--- src/rtl/cdl_pkg.sv ---
package cdl_pkg;

    typedef enum logic {
        MS_WORKING = 1'b0,
        MS_LOSS    = 1'b1
    } maint_e;

    // Status level that cancels a running timer in a given state
    function automatic logic timer_abort(input maint_e mode, input logic sync_now);
        return (mode == MS_WORKING) ? sync_now : !sync_now;
    endfunction

    // Edge that arms a timer in a given state
    function automatic logic timer_arm(input maint_e mode, input logic rise, input logic fall);
        return (mode == MS_WORKING) ? fall : rise;
    endfunction

    // True when the tick being consumed is the final one
    function automatic logic last_tick(input int unsigned remaining);
        return remaining <= 1;
    endfunction

endpackage

--- src/rtl/cdl_edge_det.sv ---
module cdl_edge_det #(
    parameter int W = 4
) (
    input  logic         clk,
    input  logic         rst,
    input  logic [W-1:0] din,
    output logic [W-1:0] rise,
    output logic [W-1:0] fall
);
    logic [W-1:0] prev_q;

    always_ff @(posedge clk) begin
        if (rst) prev_q <= '0;
        else     prev_q <= din;
    end

    assign rise = din & ~prev_q;
    assign fall = prev_q & ~din;
endmodule

--- src/rtl/cdl_hunt_pulse.sv ---
module cdl_hunt_pulse #(
    parameter int W = 4
) (
    input  logic         clk,
    input  logic         rst,
    input  logic [W-1:0] req,
    output logic [W-1:0] pulse
);
    logic [W-1:0] req_q;

    always_ff @(posedge clk) begin
        if (rst) begin
            req_q <= '0;
            pulse <= '0;
        end else begin
            req_q <= req;
            pulse <= req & ~req_q;
        end
    end
endmodule

--- src/rtl/cdl_port_timer.sv ---
module cdl_port_timer
    import cdl_pkg::*;
#(
    parameter int TMR_W = 16
) (
    input  logic             clk,
    input  logic             rst,
    input  logic             enable,
    input  logic             tick,
    input  logic [TMR_W-1:0] preload,
    input  logic             sync_now,
    input  logic             sync_rise,
    input  logic             sync_fall,
    output logic             loss,
    output logic             pulse_start,
    output logic             pulse_end
);
    typedef struct packed {
        maint_e           mode;
        logic             running;
        logic [TMR_W-1:0] remaining;
    } tmr_state_t;

    tmr_state_t cur_q, nxt;
    logic       nxt_start, nxt_end;

    always_comb begin
        nxt       = cur_q;
        nxt_start = 1'b0;
        nxt_end   = 1'b0;
        if (!enable) begin
            nxt.mode      = MS_WORKING;
            nxt.running   = 1'b0;
            nxt.remaining = '0;
        end else if (!cur_q.running) begin
            if (timer_arm(cur_q.mode, sync_rise, sync_fall)) begin
                nxt.running   = 1'b1;
                nxt.remaining = preload;
            end
        end else if (timer_abort(cur_q.mode, sync_now)) begin
            nxt.running   = 1'b0;
            nxt.remaining = '0;
        end else if (tick) begin
            if (last_tick(int'(cur_q.remaining))) begin
                nxt.running   = 1'b0;
                nxt.remaining = '0;
                if (cur_q.mode == MS_WORKING) begin
                    nxt.mode  = MS_LOSS;
                    nxt_start = 1'b1;
                end else begin
                    nxt.mode  = MS_WORKING;
                    nxt_end   = 1'b1;
                end
            end else begin
                nxt.remaining = cur_q.remaining - 1'b1;
            end
        end
    end

    always_ff @(posedge clk) begin
        if (rst) begin
            cur_q       <= '{mode: MS_WORKING, running: 1'b0, remaining: '0};
            pulse_start <= 1'b0;
            pulse_end   <= 1'b0;
        end else begin
            cur_q       <= nxt;
            pulse_start <= nxt_start;
            pulse_end   <= nxt_end;
        end
    end

    assign loss = (cur_q.mode == MS_LOSS);
endmodule

--- src/rtl/cdl_supervisor.sv ---
module cdl_supervisor #(
    parameter int  NUM_PORTS = 4,
    parameter int  MAX_TICKS = 65535,
    localparam int TMR_W     = $clog2(MAX_TICKS + 1)
) (
    input  logic                 clk,
    input  logic                 rst,
    input  logic                 enable,
    input  logic [TMR_W-1:0]     preload,
    input  logic                 tick,
    input  logic [NUM_PORTS-1:0] sync_in,
    input  logic [NUM_PORTS-1:0] go_hunt,
    output logic [NUM_PORTS-1:0] loss_state,
    output logic [NUM_PORTS-1:0] irq_start,
    output logic [NUM_PORTS-1:0] irq_end,
    output logic [NUM_PORTS-1:0] force_hunt
);
    logic [NUM_PORTS-1:0] sync_rise, sync_fall;

    cdl_edge_det #(.W(NUM_PORTS)) u_sync_edges (
        .clk  (clk),
        .rst  (rst),
        .din  (sync_in),
        .rise (sync_rise),
        .fall (sync_fall)
    );

    cdl_hunt_pulse #(.W(NUM_PORTS)) u_hunt (
        .clk   (clk),
        .rst   (rst),
        .req   (go_hunt),
        .pulse (force_hunt)
    );

    for (genvar p = 0; p < NUM_PORTS; p++) begin : g_port
        cdl_port_timer #(.TMR_W(TMR_W)) u_timer (
            .clk         (clk),
            .rst         (rst),
            .enable      (enable),
            .tick        (tick),
            .preload     (preload),
            .sync_now    (sync_in[p]),
            .sync_rise   (sync_rise[p]),
            .sync_fall   (sync_fall[p]),
            .loss        (loss_state[p]),
            .pulse_start (irq_start[p]),
            .pulse_end   (irq_end[p])
        );
    end
endmodule

--- config.mk ---
export PLATFORM = sky130hd
export DESIGN_NAME = cdl_supervisor
export DESIGN_NICKNAME = d
export VERILOG_FILES = /design/src/rtl/cdl_pkg.sv /design/src/rtl/cdl_edge_det.sv /design/src/rtl/cdl_hunt_pulse.sv /design/src/rtl/cdl_port_timer.sv /design/src/rtl/cdl_supervisor.sv
export SDC_FILE = /design/constraint.sdc
export NUM_CORES = 1
export LEC_CHECK = 0
export CAP_MARGIN = 20
export CORE_UTILIZATION = 40
export CTS_BUF_LIST = sky130_fd_sc_hd__clkbuf_16
export DETAILED_ROUTE_END_ITERATION = 8
export MAX_ROUTING_LAYER = met4
export PLACE_DENSITY = 0.57
export SYNTH_ARGS = -nofsm -noshare
export SYNTH_HDL_FRONTEND = slang
export SYNTH_SLANG_ARGS = --single-unit
--- constraint.sdc ---
create_clock -name clk -period 2.55 [get_ports clk]
set_input_delay 0.255 -clock clk [delete_from_list [all_inputs] [get_ports clk]]
set_output_delay 0.255 -clock clk [all_outputs]
set_load 0.05 [all_outputs]
==> impl_metrics.py <==
metrics = {
    "outcome": {
        "status": "finished clean",
    },
    "clock_tree": {
        "path_clk_slew_ps": 70,
        "cts_root_buf": "clkbuf_16",
        "cts_resized": 0,
        "numCtsBuffers": 9,
        "cts_tree": "yes",
        "clkSinkCount": 92,
        "cts-htree-levels": 3,
        "clockBufferDepth": 2,
        "holdBufCountCts": 0,
        "clk_latency_ps": 360,
        "postCtsSetupRepairBufs": 0,
    },
    "global_routing": {
        "grt.overflow.total": 0,
        "grt_max_degree": 60,
        "grt_pass1_vias": 4611,
        "grt.total_usage_pct": 24.4,
        "antenna_found_initial": 0,
        "grt_pass1_wl_mm": 24.0,
    },
    "synth": {
        "synth_top_area_share_pct": 35.6,
        "synth-edff-count": 0,
        "ys_types": 68,
        "syn_inst": 632,
        "yosys_warnings": 0,
        "synth_top_cell_by_area": "dfxtp_1",
        "netlist_top_cells_area": "dfxtp_1, a222oi_1, a21oi_1",
        "synth-seq-cells": 92,
        "synth_ff_type": "dfxtp_1",
        "syn_area_um2": 5180,
        "synth_async_sr_flop_share_pct": 0,
        "syn-num-nets": 668,
        "postSynthAreaPerCell_um2": 8.19,
        "seq_area_frac_synth_pct": 35.6,
    },
    "floorplanning": {
        "io_pins": 44,
        "fp.dieW_um": 116,
        "rows": 41,
        "dieArea_um2": 13400,
        "core_area_um2": 12600,
        "start_util_pct": 41.0,
        "die_y_um": 116,
    },
    "cells_and_area": {
        "final_common_cell": "dfxtp_1",
        "final_cells": 852,
        "fin_area_um2": 6140,
        "fin_nets": 711,
        "layout-drive-gt1-share_pct": 10.3,
        "syn_to_final_growth_pct": 18.7,
        "diodes": 0,
        "mostFrequentLayoutCells": "dfxtp_1, nor2_1, nand2_1",
    },
    "drt": {
        "dr.pass1.iters": 5,
        "ant_nets": 0,
        "wl_per_cell_um": 17.7,
        "drt_wl_total_mm": 15.1,
        "drc_errors": 0,
        "first_iter_violations": 375,
        "vias": 4953,
        "vias_per_cell": 5.81,
    },
    "critical_path": {
        "start_kind": "flop",
        "cp_max_fo": 5,
        "crit_path_end_kind": "flop",
        "critPathArrivalTime_ps": 2380,
        "crit_required_ps": 2790,
        "path_class": "flop to flop",
    },
    "timing": {
        "finalHoldWorstSlack_ps": 385,
        "fmax_mhz": 468,
        "slew_headroom_pct": 57.4,
        "rsz0062_at_grt": "false",
        "hold_violations": 0,
        "fin_setup_tns_ps": 0,
        "finalCritPeriodShare_pct": 83.9,
        "finalSetupViolations": 0,
        "tightest_slew_ps": 633,
        "fin_skew_ps": 5.93,
        "drv_slew": 0,
        "post-route-min-period_ps": 2140,
    },
    "placed_design": {
        "place_congestion": 0.928,
        "dp.cells": 836,
        "port_buffers": 43,
        "place_area_um2": 5860,
        "place_hpwl_mm": 10.4,
    },
    "flow_run": {
        "max-cap-violations": 0,
    },
    "pwr": {
        "peakVddDrop_mv": 0.279,
        "leakage_nw": 2.19,
        "intPower_mw": 2.36,
        "power.total_mw": 3.34,
        "switching_share_pct": 29.3,
        "power.switching_mw": 0.981,
        "p_seq_share_pct": 44.8,
        "power.density_nw_per_um2": 544,
        "pwr-share-clk_pct": 39.5,
        "combPwrFrac_pct": 15.7,
    },
    "min_path": {
        "hp-class": "flop to flop",
    },
}
-- worst max-delay path, stage by stage (launching register included) --
cell,delay (ps)
dfxtp_1,350
inv_1,140
ha_1,250
or3b_2,520
or3_1,340
and2_1,160
o21ai_0,160
a31oi_1,100
-- metrics by stage --
stage | setup slack [ps] | util (%)
after CTS | 395 | 48.7
after global routing | 182 | 48.7
after floorplan | 515 | -
final | 412 | 48.7
after global placement | 357 | 46.4
after detailed placement | 279 | 46.4
-- layer usage --
layer	global-route usage [%]	vias up	routed length [um]
met2	37.3	157	6830
met5	-	-	0
met4	11.7	0	405
li1	-	2453	-
met1	31.4	2320	7060
met3	3.82	23	829
-- cells in the mapped netlist, types with 3 or more instances --
library cell,n
nand3b_1,3
clkbuf_1,27
o31a_1,3
nor3b_1,8
nand2b_1,4
a211oi_1,8
buf_6,3
nor4_1,24
xnor2_1,23
ha_1,8
and3_1,8
and2_1,8
nand2_1,48
a21oi_1,41
a32oi_1,7
a31oi_1,17
nand3_1,17
o21ai_0,27
buf_4,12
a222oi_1,21
inv_1,23
or4_1,8
a22oi_1,21
nor2b_1,17
dfxtp_1,92
nor3_1,25
nor2_1,51
nand4_1,3
or3_1,7
o21a_1,4
xor2_1,7
or3b_2,5
buf_2,4
-- final cells by class --
class                      count  area [um2]
inverter                      23        86.3
clock buffer                   9         225
clock inverter                 7        60.1
timing repair buffer          79         713
sequential                    92        1840
fill                        1273        6480
tap                          172         215
multi-input combinational    470        3000
-- state kept, by name, indices dropped and copies added (netlist names) --
register and count:
g_port.u_timer.pulse_end 4, g_port.u_timer.cur_q 68, u_hunt.pulse 4, g_port.u_timer.pulse_start 4, g_port.u_timer.loss 4, u_hunt.req_q 4, u_sync_edges.prev_q 4
-- worst paths after layout --
| path | from | endpoint | slack, ps | depth (start not counted) |
|---|---|---|---|---|
| setup / recovery | g_port[2].u_timer.cur_q[0]$_SDFFE_PP0P_ | g_port[2].u_timer.cur_q[12]$_SDFFE_PP0P_ | 410 | 7 |
| hold / removal | u_hunt.req_q[2]$_SDFF_PP0_ | u_hunt.pulse[2]$_SDFF_PP0_ | 380 | 1 |
| setup reg to reg | g_port[2].u_timer.cur_q[0]$_SDFFE_PP0P_ | g_port[2].u_timer.cur_q[12]$_SDFFE_PP0P_ | 410 | 7 |
| hold reg to reg | u_hunt.req_q[2]$_SDFF_PP0_ | u_hunt.pulse[2]$_SDFF_PP0_ | 380 | 1 |
-- kinds of logic (layout without fill, tap and decap cells) --
group,Yosys count,count (layout),synth area share (%)
AOI/OAI and AO/OA,176,176,23.7
xor gates and xnor gates,30,30,5.07
adders and majority gates,8,8,1.93
buffers and inverters,70,118,6.50
DFF,92,92,35.6
muxes,1,1,0.193
and+or+nand+nor,255,255,27.0
-- power by group through the flow --
stage	Clock (mW)	Sequential [mW]	Combinational [mW]
2_1_floorplan	0	1.53	0.315
3_3_place_gp	0	1.53	0.512
3_5_place_dp	0	1.53	0.520
4_1_cts	1.35	1.50	0.523
5_1_grt	1.41	1.50	0.571
6_report	1.32	1.50	0.524
Note: power is estimated with default switching activity, not from simulation.
